<file path="src/rtl/irq_cascade_pkg.sv">
package irq_cascade_pkg;
    typedef enum logic [2:0] {
        RA_SRC_PEND  = 3'd0,
        RA_MAIN_MASK = 3'd1,
        RA_SVC_PEND  = 3'd2,
        RA_SVC_INDEX = 3'd3,
        RA_SUB_PEND  = 3'd4,
        RA_SUB_MASK  = 3'd5
    } reg_addr_e;

    typedef enum logic {
        ST_IDLE  = 1'b0,
        ST_SERVE = 1'b1
    } arb_state_e;
endpackage

</file>
<file path="src/rtl/irq_sub_cascade.sv">
module irq_sub_cascade #(
    parameter int NUM_SUB  = 11,
    parameter int GRP_SIZE = 3,
    localparam int NUM_GRP = (NUM_SUB + GRP_SIZE - 1) / GRP_SIZE
) (
    input  logic               clk,
    input  logic               rst_n,
    input  logic [NUM_SUB-1:0] sub_req,
    input  logic               pend_clr_wr,
    input  logic               mask_wr,
    input  logic [NUM_SUB-1:0] wdata,
    output logic [NUM_SUB-1:0] sub_pend,
    output logic [NUM_SUB-1:0] sub_mask,
    output logic [NUM_GRP-1:0] grp_line
);
    logic [NUM_SUB-1:0] live;

    always_ff @(posedge clk) begin
        if (!rst_n) begin
            sub_pend <= '0;
            sub_mask <= '1;
        end else begin
            sub_pend <= (sub_pend & ~(pend_clr_wr ? wdata : '0)) | sub_req;
            if (mask_wr)
                sub_mask <= wdata;
        end
    end

    assign live = sub_pend & ~sub_mask;

    for (genvar g = 0; g < NUM_GRP; g++) begin : g_grp
        localparam int LO = g * GRP_SIZE;
        localparam int HI = ((g + 1) * GRP_SIZE > NUM_SUB) ? NUM_SUB - 1 : (g + 1) * GRP_SIZE - 1;
        assign grp_line[g] = |live[HI:LO];
    end

    // a write of 1 clears the bit unless a new request arrives with it
    a_r8_sub_clear: assert property (@(posedge clk) disable iff (!rst_n)
        (pend_clr_wr && wdata[0] && !sub_req[0]) |=> !sub_pend[0]);
    // a fully masked cluster never drives its line
    a_r9_masked_quiet: assert property (@(posedge clk) disable iff (!rst_n)
        (sub_mask == '1) |-> (grp_line == '0));
endmodule

</file>
<file path="src/rtl/irq_prio_pick.sv">
module irq_prio_pick #(
    parameter int N = 32,
    localparam int IW = $clog2(N)
) (
    input  logic [N-1:0]  cand,
    output logic          found,
    output logic [IW-1:0] idx,
    output logic [N-1:0]  onehot
);
    always_comb begin
        found  = 1'b0;
        idx    = '0;
        onehot = '0;
        for (int i = N - 1; i >= 0; i--) begin
            if (cand[i]) begin
                found  = 1'b1;
                idx    = IW'(i);
                onehot = '0;
                onehot[i] = 1'b1;
            end
        end
    end
endmodule

</file>
<file path="src/rtl/irq_cascade_ctrl.sv">
module irq_cascade_ctrl #(
    parameter int NUM_MAIN  = 32,
    parameter int NUM_SUB   = 11,
    parameter int GRP_SIZE  = 3,
    parameter int CASC_BASE = 28,
    localparam int IW       = $clog2(NUM_MAIN),
    localparam int NUM_GRP  = (NUM_SUB + GRP_SIZE - 1) / GRP_SIZE
) (
    input  logic                clk,
    input  logic                rst_n,
    input  logic [NUM_MAIN-1:0] main_req,
    input  logic [NUM_SUB-1:0]  sub_req,
    input  logic [2:0]          bus_addr,
    input  logic                bus_wr,
    input  logic [NUM_MAIN-1:0] bus_wdata,
    output logic [NUM_MAIN-1:0] bus_rdata,
    output logic                irq_out
);
    import irq_cascade_pkg::*;

    reg_addr_e          addr_e;
    arb_state_e         state, state_nxt;
    logic [NUM_MAIN-1:0] src_pend, main_mask, svc_pend, svc_left, casc_vec;
    logic [NUM_MAIN-1:0] pick_hot;
    logic [IW-1:0]       svc_idx, pick_idx;
    logic                pick_found;
    logic [NUM_SUB-1:0]  sub_pend, sub_mask;
    logic [NUM_GRP-1:0]  grp_line;
    logic                wr_src, wr_mask, wr_svc, wr_sub_pend, wr_sub_mask;

    assign addr_e      = reg_addr_e'(bus_addr);
    assign wr_src      = bus_wr && (addr_e == RA_SRC_PEND);
    assign wr_mask     = bus_wr && (addr_e == RA_MAIN_MASK);
    assign wr_svc      = bus_wr && (addr_e == RA_SVC_PEND);
    assign wr_sub_pend = bus_wr && (addr_e == RA_SUB_PEND);
    assign wr_sub_mask = bus_wr && (addr_e == RA_SUB_MASK);

    irq_sub_cascade #(.NUM_SUB(NUM_SUB), .GRP_SIZE(GRP_SIZE)) u_sub (
        .clk(clk), .rst_n(rst_n), .sub_req(sub_req),
        .pend_clr_wr(wr_sub_pend), .mask_wr(wr_sub_mask),
        .wdata(bus_wdata[NUM_SUB-1:0]),
        .sub_pend(sub_pend), .sub_mask(sub_mask), .grp_line(grp_line)
    );

    always_comb begin
        casc_vec = '0;
        for (int g = 0; g < NUM_GRP; g++)
            casc_vec[CASC_BASE + g] = grp_line[g];
    end

    always_ff @(posedge clk) begin
        if (!rst_n) begin
            src_pend  <= '0;
            main_mask <= '1;
        end else begin
            src_pend <= (src_pend & ~(wr_src ? bus_wdata : '0)) | main_req | casc_vec;
            if (wr_mask)
                main_mask <= bus_wdata;
        end
    end

    irq_prio_pick #(.N(NUM_MAIN)) u_pick (
        .cand(src_pend & ~main_mask), .found(pick_found),
        .idx(pick_idx), .onehot(pick_hot)
    );

    assign svc_left = svc_pend & ~(wr_svc ? bus_wdata : '0);

    // state register
    always_ff @(posedge clk) begin
        if (!rst_n) state <= ST_IDLE;
        else        state <= state_nxt;
    end

    always_comb begin
        state_nxt = state;
        unique case (state)
            ST_IDLE:  if (pick_found)       state_nxt = ST_SERVE;
            ST_SERVE: if (svc_left == '0)   state_nxt = ST_IDLE;
        endcase
    end

    // output registers
    always_ff @(posedge clk) begin
        if (!rst_n) begin
            svc_pend <= '0;
            svc_idx  <= '0;
        end else begin
            unique case (state)
                ST_IDLE: if (pick_found) begin
                    svc_pend <= pick_hot;
                    svc_idx  <= pick_idx;
                end
                ST_SERVE: begin
                    svc_pend <= svc_left;
                    if (svc_left == '0) svc_idx <= '0;
                end
            endcase
        end
    end

    assign irq_out = (state == ST_SERVE);

    always_comb begin
        case (addr_e)
            RA_SRC_PEND:  bus_rdata = src_pend;
            RA_MAIN_MASK: bus_rdata = main_mask;
            RA_SVC_PEND:  bus_rdata = svc_pend;
            RA_SVC_INDEX: bus_rdata = NUM_MAIN'(svc_idx);
            RA_SUB_PEND:  bus_rdata = NUM_MAIN'(sub_pend);
            RA_SUB_MASK:  bus_rdata = NUM_MAIN'(sub_mask);
            default:      bus_rdata = '0;
        endcase
    end

    // at most one service bit
    a_r3_onehot: assert property (@(posedge clk) disable iff (!rst_n)
        $onehot0(svc_pend));
    // index names the set service bit
    a_r3_index_match: assert property (@(posedge clk) disable iff (!rst_n)
        (svc_pend != '0) |-> svc_pend[svc_idx]);
    // irq follows the service register
    a_r3_irq_level: assert property (@(posedge clk) disable iff (!rst_n)
        irq_out == (svc_pend != '0));
    // a newly loaded winner was unmasked and pending
    a_r2_unmasked_win: assert property (@(posedge clk) disable iff (!rst_n)
        (svc_pend != '0 && $past(svc_pend) == '0) |->
        (($past(src_pend & ~main_mask) & svc_pend) != '0));
    // the service register holds without a clearing write
    a_r4_hold: assert property (@(posedge clk) disable iff (!rst_n)
        (svc_pend != '0 && !wr_svc) |=> $stable(svc_pend) && $stable(svc_idx));
    // the index is 0 whenever nothing is in service
    a_r6_index_zero: assert property (@(posedge clk) disable iff (!rst_n)
        (svc_pend == '0) |-> (svc_idx == '0));
endmodule

</file>
<file path="config.mk">
export PLATFORM = sky130hd
export DESIGN_NAME = irq_cascade_ctrl
export DESIGN_NICKNAME = d
export VERILOG_FILES = /design/src/rtl/irq_cascade_pkg.sv /design/src/rtl/irq_sub_cascade.sv /design/src/rtl/irq_prio_pick.sv /design/src/rtl/irq_cascade_ctrl.sv
export SDC_FILE = /design/constraint.sdc
export NUM_CORES = 1
export LEC_CHECK = 0
export ABC_AREA = 1
export BUFFER_PORTS_ARGS = -buffer_cell sky130_fd_sc_hd__buf_2
export CAP_MARGIN = 20
export CORE_MARGIN = 3
export CORE_UTILIZATION = 45
export CTS_CLUSTER_SIZE = 30
export DETAILED_ROUTE_END_ITERATION = 10
export PLACE_DENSITY_LB_ADDON = 0.08
export REMOVE_ABC_BUFFERS = 1
export SETUP_SLACK_MARGIN = 0.3
export SLEW_MARGIN = 5
export SYNTH_ARGS = -nofsm -noshare
export SYNTH_HDL_FRONTEND = slang
export SYNTH_SLANG_ARGS = --single-unit
</file>
<file path="constraint.sdc">
create_clock -name clk -period 2.3 [get_ports clk]
set_input_delay 0 -clock clk [delete_from_list [all_inputs] [get_ports clk]]
set_output_delay 0 -clock clk [all_outputs]
set_load 0.01 [all_outputs]
</file>
After elaboration in Yosys (flattened, before gate mapping)

Index checks and enable logic that the tools add are counted.

Register bits: 124
Bits of input ports: 81
Output and inout port bits: 33
Word-level logic and storage cells: 148

Eq/ne operators: 7
Muxes and demuxes: 108
Bitwise gates (word level): 14
Reductions and logical operators: 12

Operator list:

| operator             | count |
|---|---|
| $mux W32             | 35 |
| $pmux W32 S6         | 1 |
| $mux W5              | 34 |
| $and A32 B32 Y32     | 3 |
| $not A32 Y32         | 3 |
| $or A32 B32 Y32      | 2 |
| $pmux W32 S2         | 1 |
| $mux W1              | 34 |
| $logic_not A32 Y1    | 1 |
| $and A11 B11 Y11     | 2 |
| $not A11 Y11         | 2 |
| $mux W11             | 1 |
| $or A11 B11 Y11      | 1 |
| $pmux W5 S2          | 1 |
| $reduce_or A3 Y1     | 3 |
| $eq A3 B2 Y1 const B | 2 |
| $eq A3 B3 Y1 const B | 2 |
| $logic_and A1 B1 Y1  | 5 |
| $eq A3 B1 Y1 const B | 1 |
| $logic_not A3 Y1     | 1 |
| $ne A2 B1 Y1 const B | 1 |
| $ne A2 B2 Y1 const B | 1 |
| $pmux W1 S2          | 1 |
| $reduce_and A2 Y1    | 1 |
| 2 further kinds      | 2 |

Longest topological paths before layout

Gate-level depths: netlist (run 1).

Word-level depth: 36
Depth in mapped cells: 24
Depth with buffers taken out: 24

Hierarchy

A second synthesis (run 1) with hierarchy kept.

Cells, all modules: 1,142
Area total of the unflattened synthesis: 7,333.3 µm²

Modules (own cells, without submodules):

| module           | times used | cells an instance | area each (µm²) | seq. area each (µm²) |
|---|---|---|---|---|
| irq_cascade_ctrl | 1          | 811               | 5,413.9         | 2,042.0 |
| irq_prio_pick    | 1          | 211               | 1,007.2         | 0.0 |
| irq_sub_cascade  | 1          | 120               | 912.1           | 440.4 |

Least setup slack after synthesis (run 1)

OpenSTA, ideal clock, no wires.

Kind: flip-flop to flip-flop
Start point: register src_pend[6]
End point: register svc_pend[30]
Library setup time: 0.132 ns
Data arrival time: 1.717 ns
Required time: 2.168 ns
Slack: 0.451 ns
Stages on the path, launching flop included: 16
Buffers on the path: 1
Clock period less this slack: 1.849 ns
Path through: dfxtp_1 -> inv_1 -> nor2_1 -> inv_1 -> nand2_1 -> nor2_1 -> inv_1 -> nor2_1 -> nand2_1 -> nor2_4 -> nand2_1 -> nand2_2 -> inv_2 -> buf_2 -> a21oi_1 -> nor3_1

Word-level cells in the longest chain between the ends: 10
Elaborated cells on any way between the ends: 18
Those cells by class: eq/ne (1); mux (16); bitwise (1)

Ends and longest elaborated chain:

| what                   | line                   | RTL |
|---|---|---|
| start, declared        | irq_cascade_ctrl.sv:23 | `logic [NUM_MAIN-1:0] src_pend, main_mask, svc_pend, svc_left, casc_vec;` |
| start signal, assigned | irq_cascade_ctrl.sv:56 | `src_pend <= (src_pend & ~(wr_src ? bus_wdata : '0)) \| main_req \| casc_vec;` |
| $and A32 B32 Y32 *     | irq_cascade_ctrl.sv:63 | `.cand(src_pend & ~main_mask), .found(pick_found),` |
| $mux W32 (7 in a row)  | irq_prio_pick.sv:15    | `if (cand[i]) begin` |
| $mux W32               | irq_cascade_ctrl.sv:90 | `ST_IDLE: if (pick_found) begin` |
| $pmux W32 S2           | irq_cascade_ctrl.sv:89 | `unique case (state)` |
| end signal, assigned   | irq_cascade_ctrl.sv:91 | `svc_pend <= pick_hot;` |
| end signal, assigned   | irq_cascade_ctrl.sv:95 | `svc_pend <= svc_left;` |
| end, declared          | irq_cascade_ctrl.sv:23 |  |

Every way passes the cells marked *; elsewhere a longest branch is shown, timed or not. The select of a mux whose other input is x is not followed.
A chain may end at the register's enable or synchronous reset.

Worst setup path in the final report (run 1)

Start point: register main_mask[7]
End point: register svc_pend[28]

Word-level cells in the longest chain between the ends: 12
Elaborated cells on any way between the ends: 21
Those cells by class: eq/ne (1); mux (18); bitwise (2)

Ends and longest elaborated chain:

| what                   | line                   | RTL |
|---|---|---|
| start, declared        | irq_cascade_ctrl.sv:23 |  |
| start signal, assigned | irq_cascade_ctrl.sv:58 | `main_mask <= bus_wdata;` |
| $not A32 Y32 *         | irq_cascade_ctrl.sv:63 |  |
| $and A32 B32 Y32 *     | irq_cascade_ctrl.sv:63 |  |
| $mux W32 (8 in a row)  | irq_prio_pick.sv:15    |  |
| $mux W32               | irq_cascade_ctrl.sv:90 |  |
| $pmux W32 S2           | irq_cascade_ctrl.sv:89 |  |

Marked as above.

==> impl_metrics.toml, run 1 <==
[outcome]
outcome = "finished, final reports clean"

[die]
die-area_um2 = 15950
start_util_pct = 46.37
rows = 43
die_y_um = 126.3
die_w_um = 126.3
core_area_um2 = 14040
io_pins = 114

[detailed_routing]
met3_length_um = 1426
m1WireLength_um = 9856
first_pass_iters = 8
wl_per_cell_um = 16.73
drt-total-wl_um = 22860
drtIter0Drc = 578
top_layer_used = "met4"
via_per_inst = 5.392
ant_nets = 0
vias = 7365
wl_met2_um = 11090
drc = 0

[synth]
yosysSeqAreaShare_pct = 38.12
syn_inst = 965
syn_area_um2 = 6511
synth_cell_types = 32
post_synth.cell_area_avg_um2 = 6.747
ys_seq_elements = 124
ys.warnings.count = 0

[critical_path]
slowest_stage = "dfxtp_1"
crit_chain = "inv_1 > nand2_2 > nand2_1 > nor2_2 > inv_1 > nor2_2 > nand2_2 > nor2_4 > inv_1 > nor2_2 > buf_6 > a31oi_1 > a211oi_1"
worstPathRequired_ps = 2640
r2r_slack_ps = 350
r2r-start = "main_mask[7]"
worstPathMaxFanout = 5
critPathArrivalTime_ps = 2280
start_kind = "flip-flop"
slowest_delay_ps = 300
critPathKind = "reg2reg"
endpoint_kind = "flip-flop"
critPathLaunch = "main_mask[7]"

[final_layout]
n_antenna_cell = 0
areaGrowthSynthToFinish_pct = 40.03
drive_above_1_share_pct = 22.01
nets = 1255
stdcell_count = 1366

[power]
ir_drop_mv = 0.6970
power_density_nw_per_um2 = 730.5
power.leakage_nw = 4.379

[sta]
hold_violations = 0
rsz0062_at_grt = "yes"
tightest_slew_ps = 601.5
setup_ws_ps = 354.7
slew_headroom_pct = 59.84
slew_violations = 0
max_clock_freq_ghz = 0.5141
period_minus_slack_ps = 1945
skew_ps = 10.54
timing.final.crit_share_pct = 84.58
final-setup-viol-count = 0

[grt]
grt_pass1_wl_um = 35890
grt-ovfl-total = 0
grt_pass1_vias = 7027
grt_max_degree = 43
grt_antenna_before_repair = 0
grt_use_total_pct = 28.21

[placement]
io_buffers = 113
dp.cells = 1243
place.gp.congestion = 0.9353
dp_hpwl_um = 15590
pre_cts_ws_ps = 137.6

[job]
drv_cap = 0

[clock_network]
tritoncts = "built"
cts_buffers = 17
cts_sinks = 124
cts_buffer_depth = 2
clk_latency_ps = 430
clockRootBuffer = "clkbuf_16"
path_clk_slew_ps = 60
htreeDepth = 4

[min_path]
min_from = "bus_wr"
hp-class = "in2reg"
-- kinds of logic after synthesis --
group / count (synthesis) / synth area share (%)
buf+inv: 232 / 13.84
simple gates: 312 / 20.16
compound gates: 297 / 27.88
flops: 124 / 38.12
-- final timing paths --
check | endpoint | cells past startpoint
worst min-delay path | main_mask[31] | 4
worst min register to register | src_pend[23] | 2
worst max register to register | svc_pend[28] | 13
worst max-delay path | svc_pend[28] | 13
-- placed cells by master, fill, tap and decap left out, types with 5 or more instances in the layout --
| master | n |
|---|---|
| a21oi_1 | 88 |
| nor2_2 | 13 |
| clkbuf_16 | 18 |
| nand4_1 | 16 |
| clkinv_2 | 6 |
| buf_2 | 113 |
| nor2_4 | 10 |
| inv_2 | 19 |
| dlygate4sd3_1 | 82 |
| o211ai_1 | 49 |
| nand3_1 | 23 |
| o21ai_0 | 80 |
| buf_4 | 33 |
| nand2_2 | 15 |
| o31ai_1 | 5 |
| o21ai_1 | 7 |
| o221ai_1 | 20 |
| nand2_1 | 139 |
| a31oi_1 | 12 |
| nor3_1 | 27 |
| nor2_1 | 57 |
| a211oi_1 | 8 |
| inv_1 | 162 |
| a221oi_1 | 11 |
| dfxtp_1 | 120 |
-- report_power, final --
part	total (mW)	internal [mW]	switching [mW]	leakage (nW)
sequential	2.47	2.34	0.129	1.02
combinational	1.54	0.642	0.901	3.06
clock	2.65	1.69	0.962	0.292
-- cell usage after synthesis (all sizes together) --
master / n / share of area, %
nand2: 158 / 9.2
buf: 9 / 0.98
o21ai: 89 / 6.9
o221ai: 20 / 2.7
o22ai: 4 / 0.38
a211oi: 8 / 0.92
nor2: 80 / 4.9
nand3: 25 / 1.9
a221oi: 13 / 1.7
o31ai: 5 / 0.58
a21oi: 89 / 6.8
nor3: 30 / 2.3
a31oi: 13 / 1.2
dfxtp: 124 / 38
o2111ai: 3 / 0.40
o211ai: 49 / 5.6
o21bai: 1 / 0.12
clkinv: 3 / 0.17
o311ai: 3 / 0.40
nand4: 16 / 1.5
inv: 182 / 10
nor4: 3 / 0.29
clkbuf: 38 / 2.2
-- routing by layer --
metal	up-vias	GRT usage (%)
met1	3408	35.49
li1	3678	-
met3	37	6.316
met5	-	0
met4	0	9.401
met2	242	48.01
-- sequential cells by signal, summed over array words and instances, names as in the netlist --
register / flops
main_mask: 32
src_pend: 32
svc_pend: 32
u_sub.sub_mask: 11
u_sub.sub_pend: 11
svc_idx: 5
irq_out: 1
-- cell type report --
cell class | count | area [µm²]
clock buffers | 23 | 488.0
clock inverters | 8 | 90.09
fillers | 1307 | 4925
inverters | 185 | 699.4
multi-input cells | 609 | 3344
flip-flops and latches | 124 | 2487
well taps | 180 | 225.2
repair buffers | 237 | 1783
-- worst max-delay path: cells and delay by family, from the launching register on --
kind | cells | cell delay (ps)
DFF | 1 | 300
AOI/OAI and AO/OA | 2 | 300
and+or+nand+nor | 7 | 890
buffers and inverters | 4 | 360
-- through the flow --
stage	hold WS (ps)	setup TNS (ps)	power, mW	util [%]	instance area, µm²
2_1_floorplan	84.73	-22550	3.204	-	6305
3_3_place_gp	225.9	0	3.745	52.56	7381
3_5_place_dp	232.2	0	3.750	52.56	7381
4_1_cts	33.52	0	6.524	62.79	8817
5_1_grt	121.3	0	6.953	64.93	9117
6_report	45.26	0	6.661	64.93	9117
-- timing repair --
action | 4_1_cts | 5_1_grt
gates cloned | 0 | 1
pin swaps | 0 | 18
hold endpoints to repair | 96 | 0
gates resized for setup | 10 | 75
hold buffers | 82 | 0
setup endpoints to repair | 28 | 38
setup buffers | 0 | 9
Power figures use the tool's default switching activity.
==> inputs of run 2 (changes only) <==
Clock period 2.3 ns to 1.87 ns, I/O delays scaled along.
==> run 2 against run 1 <==
  * The flow now finishes with violations (setup timing)
  * Cell area rose by 17%
  * First-iteration DRC count rose by 37%
  * Clock power rose by 34%
  * Sequential cell count did not move
  * Largest power group unchanged
  * Highest routed layer unchanged
==> impl_metrics.toml, run 2 (synthesis gave the netlist of run 1 again) <==
[critical_path]
crit_buf_inv = 3
start_kind = "flip-flop"
slowest_stage = "dfxtp_1"
endpoint_kind = "flip-flop"
crit_chain = "inv_1 > nand2_1 > nand2_1 > nor2_1 > nand2_2 > nor3_4 > nand2_4 > nand2_8 > inv_8 > buf_12 > a21oi_4 > nor3_1"
slowest_delay_ps = 310
cpLargestDelayFamily = "simple AND/OR/NAND/NOR gates"
crit_cells = 12
critPathKind = "reg2reg"
path_common_cell = "nand2_1"
critPathArrivalTime_ps = 2240
worstPathMaxFanout = 7
reg2regPathDepth = 12
worstPathRequired_ps = 2160

[detailed_routing]
drtIter0Drc = 792
drc = 0
drt-total-wl_um = 26530
first_pass_iters = 5
via_per_inst = 5.521
ant_nets = 0
wl_per_cell_um = 17.64
vias = 8304

[grt]
grt_antenna_before_repair = 0
grt_pass1_vias = 8155
grt_max_degree = 83
grt_pass1_wl_um = 40960
grt-ovfl-total = 0
grt_use_total_pct = 32.04

[sta]
hold_violations = 0
fin_setup_tns_ps = -849.3
timing.final.crit_share_pct = 103.9
tightest_slew_ps = 433.3
setup_ws_ps = -73.52
final-setup-viol-count = 20
slew_headroom_pct = 71.12
slew_violations = 0
period_minus_slack_ps = 1944
rsz0062_at_grt = "yes"
max_clock_freq_ghz = 0.5145
skew_ps = 6.934

[power]
power_density_nw_per_um2 = 863.5
power.leakage_nw = 5.123
ir_drop_mv = 0.6948

[placement]
place.gp.congestion = 0.9395
io_buffers = 113
place_area_um2 = 8119
dp_hpwl_um = 16460

[die]
core_area_um2 = 14040
rows = 43
start_util_pct = 46.37
die_w_um = 126.3
die-area_um2 = 15950
io_pins = 114
die_y_um = 126.3

[final_layout]
final_common_cell = "inv_1"
reg.largest.list = "main_mask x32, src_pend x32, svc_pend x32"
nets = 1392
areaGrowthSynthToFinish_pct = 63.91
n_antenna_cell = 0
fill_cells = 1072
layout_common_cells = "158 x inv_1, 144 x buf_4, 133 x nand2_1"
regArea_um2 = 2492
post-route-util_pct = 76.00
drive_above_1_share_pct = 33.53
final_cell_area_um2 = 10670
multi_input_area_um2 = 3689

[outcome]
outcome = "finished, violations left"
violations = "setup timing"

[clock_network]
cts_sinks = 124
clockRootBuffer = "clkbuf_16"
cts_buffers = 17
cts_buffer_depth = 2
htreeDepth = 4
path_clk_slew_ps = 60
tritoncts = "built"
clk_latency_ps = 430

[min_path]
hp-class = "in2reg"
hold-path-cell-count = 4

[job]
drv_cap = 0
==> run 2: worst paths after layout <==
path / start / slack (ps) / endpoint
setup / recovery: main_mask[21] / -70 / svc_pend[14]
hold / removal: bus_wdata[31] / 10 / svc_pend[31]
setup reg to reg: main_mask[21] / -70 / svc_pend[14]
hold reg to reg: svc_idx[2] / 470 / svc_idx[2]
==> run 2: final cells by class <==
class	instances	area share [%]
inverter	185	6.647
clock buffer	21	4.314
timing repair buffer	374	27.46
sequential	124	23.35
clock inverter	11	1.559
tap	180	2.110
multi-input combinational	609	34.56
==> run 2: what timing repair did <==
item	CTS	global route
gates resized for setup	103	80
endpoints found under the setup margin	40	54
hold buffers	95	0
gates cloned	0	2
setup buffers	24	14
pin swaps	29	47
hold endpoints to repair	95	0
==> run 2: metrics by stage <==
stage / std cells / setup WS (ps) / hold slack [ps] / power [mW]
after floorplan: 918 / -1134 / 84.73 / 3.941
after detailed placement: 1338 / -304.1 / 236.9 / 4.852
after global placement: 1338 / -241.2 / 230.2 / 4.834
final: 1504 / -73.52 / 11.49 / 9.216
after global routing: 1504 / -228.5 / 41.28 / 9.537
after CTS: 1489 / -1.754 / 0.9347 / 8.824
==> run 2: layer usage <==
metal  GRT usage [%]  wire length [µm]  vias up
met5               0                 0        -
met2           53.77             12930      359
met1           39.70             10740     3902
met3           7.537              1869       91
li1                -                 -     3952
met4           13.12               987        0
==> run 2: tightest hold or removal path, cell delays in order <==
cell,delay (ps)
buf_2,120
nand2_1,70
o21ai_0,140
a211oi_1,60
==> run 2: report_power, final <==
group | switching, mW | internal, mW | total, mW
clock network | 1.26 | 2.29 | 3.55
logic | 1.40 | 1.22 | 2.61
registers | 0.182 | 2.87 | 3.06
total | 2.83 | 6.38 | 9.22
==> inputs of run 3 (changes only) <==
Settings changed: ABC_AREA 1 to unset.
==> run 3 against run 2 <==
  * The flow still finishes with violations (setup timing)
  * Sequential power decreased by 6%
  * Critical path type unchanged
  * Largest cell class unchanged
  * Hold slack improved by 12 ps
  * Non-clock buffer count is 4 higher
==> impl_metrics.toml, run 3 <==
[sta]
setup_ws_ps = -530.2
final-setup-viol-count = 38
period_minus_slack_ps = 2400
slew_headroom_pct = 59.59
skew_ps = 9.535
hold_violations = 0
tightest_slew_ps = 606.1
timing.final.crit_share_pct = 128.4
slew_violations = 0
rsz0062_at_grt = "yes"
max_clock_freq_ghz = 0.4166
fin_hold_ws_ps = 23.01

[detailed_routing]
drtIter0Drc = 706
via_per_inst = 5.555
drt-total-wl_um = 25690
vias = 8021
drc = 0
wl_per_cell_um = 17.79
ant_nets = 0
first_pass_iters = 5

[final_layout]
layout_common_cells = "172 x buf_4, 167 x nand2_1, 117 x dfxtp_1"
stdcell_count = 1444
n_antenna_cell = 0
areaGrowthSynthToFinish_pct = 52.72
reg.largest.list = "main_mask x32, src_pend x32, svc_pend x32"
final_cell_area_um2 = 10470
drive_above_1_share_pct = 29.76
final_common_cell = "buf_4"
nets = 1328
post-route-util_pct = 71.21

[critical_path]
critPathKind = "reg2reg"
endpoint_kind = "flip-flop"
critPathArrivalTime_ps = 2720
cpLargestDelayFamily = "simple AND/OR/NAND/NOR gates"
worstPathMaxFanout = 6
worstPathRequired_ps = 2190
crit_chain = "nor2b_4 > or4_4 > or4_4 > o31ai_4 > buf_6 > buf_6 > nor4b_1 > o21a_1"
slowest_stage = "or4_4"
slowest_delay_ps = 590
start_kind = "flip-flop"
crit_buf_inv = 2

[synth]
syn_area_um2 = 6854
yosys.area_share.simple_pct = 33.30
synth_cell_types = 48
synth_commonest_cells = "167 x nand2_1, 124 x dfxtp_1, 94 x nand3_1"
synth_top_family_by_area = "simple AND/OR/NAND/NOR gates"
yosysSeqAreaShare_pct = 36.22
yosys.area.top_type = "dfxtp_1"
synth_mux_area_share_pct = 6.700
synth_area_leaders = "dfxtp_1 36%, nand2_1 9.1%, nand3_1 6.9%"
synthArstFlopShare_pct = 0
post_synth.cell_area_avg_um2 = 7.549
syn_inst = 908
ys.warnings.count = 0
ys_seq_elements = 124
synth_edf_count = 0
synth_compound_area_share_pct = 19.55
synth_top_cell_area_share_pct = 36.22
synth_ff_type = "dfxtp_1"
synth_most_common_cell = "nand2_1"
synth_xor_area_share_pct = 0
yosys.area_share.adder_pct = 0

[grt]
grt-ovfl-total = 0
grt_pass1_wl_um = 40110
grt_max_degree = 50
grt_pass1_vias = 7537
grt_use_total_pct = 30.82
grt_antenna_before_repair = 0

[job]
drv_cap = 0

[min_path]
hp-class = "in2reg"

[power]
ir_drop_mv = 0.7693
power.leakage_nw = 4.627
power_density_nw_per_um2 = 780.6

[clock_network]
path_clk_slew_ps = 60
clockRootBuffer = "clkbuf_16"
htreeDepth = 4
cts_sinks = 124
cts_buffer_depth = 2
tritoncts = "built"
cts_buffers = 17
clk_latency_ps = 420

[die]
core_area_um2 = 14700
die_w_um = 129.4
die-area_um2 = 16750
start_util_pct = 46.63
die_y_um = 129.4
rows = 44
io_pins = 114

[placement]
io_buffers = 113
place_area_um2 = 8860
place.gp.congestion = 0.9270
dp_hpwl_um = 17670
dp.cells = 1332

[outcome]
outcome = "finished, violations left"
violations = "setup timing"
[run 3: changes by cell type in the layout (fill, tap and decap cells not counted), sizes merged, moves of 38 or more]
cell    delta
a21boi    +57
inv      -171
mux2i     +38
nand3     +69
nor2b     +68
o211ai    -47
o21ai     -80
[run 3: power breakdown]
group	total, mW	internal, mW	switching, mW	leakage (nW)
Combinational	1.69	0.833	0.859	3.31
Clock	3.61	2.33	1.28	0.301
Sequential	2.87	2.77	0.0976	1.02
[run 3: path summary, 6_finish.rpt]
| path | slack [ps] | depth (start not counted) | end | from |
|---|---|---|---|---|
| max reg2reg | -530 | 8 | svc_pend[15] | src_pend[0] |
| min reg2reg | 480 | 2 | svc_pend[22] | svc_pend[22] |
| min | 20 | 3 | src_pend[31] | bus_wdata[31] |
| max | -530 | 8 | svc_pend[15] | src_pend[0] |
[run 3: kinds of logic (layout without fill, tap and decap cells)]
logic type	after synthesis	count (layout)
simple gates	472	472
compound gates	201	201
flops	124	124
buf+inv	69	421
mux	42	42
[run 3: repair_timing]
item                                    in CTS  in global routing
pin swaps                                   12                 11
endpoints found under the hold margin      104                  0
hold buffers                                76                  0
endpoints found under the setup margin      41                 52
buffers inserted                             2                  0
resized for setup                           32                 20
cloned                                       2                  0
[run 3: worst register-to-register path, cell delays in order (launching register included)]
cell	delay, ps
dfxtp_1	310
nor2b_4	120
or4_4	550
or4_4	590
o31ai_4	200
buf_6	180
buf_6	130
nor4b_1	50
o21a_1	160
[run 3: cell type report]
class | instances | area [µm²]
inverter | 11 | 41.29
timing repair buffer | 378 | 2869
clock inverter | 11 | 165.2
sequential | 124 | 2491
multi-input combinational | 715 | 4200
fill | 1200 | 4232
clock buffer | 21 | 470.5
tap | 184 | 230.2
[run 3: metrics by stage]
stage	setup slack (ps)	power (mW)	TNS (ps)
floorplan	-1385	3.508	-85160
global placement	-677.6	4.289	-22540
detailed placement	-686.8	4.300	-24080
CTS	-503.4	8.113	-18160
global route	-578.2	8.462	-20630
finish	-530.2	8.170	-19030
[run 3: metal layers]
| layer | global-route usage, % | vias to the layer above | share of wire (%) |
|---|---|---|---|
| li1 | - | 3876 | - |
| met1 | 43.71 | 3802 | 47 |
| met2 | 48.87 | 317 | 46 |
| met3 | 5.977 | 26 | 6.3 |
| met4 | 7.090 | 0 | 1.0 |
| met5 | 0 | - | 0 |
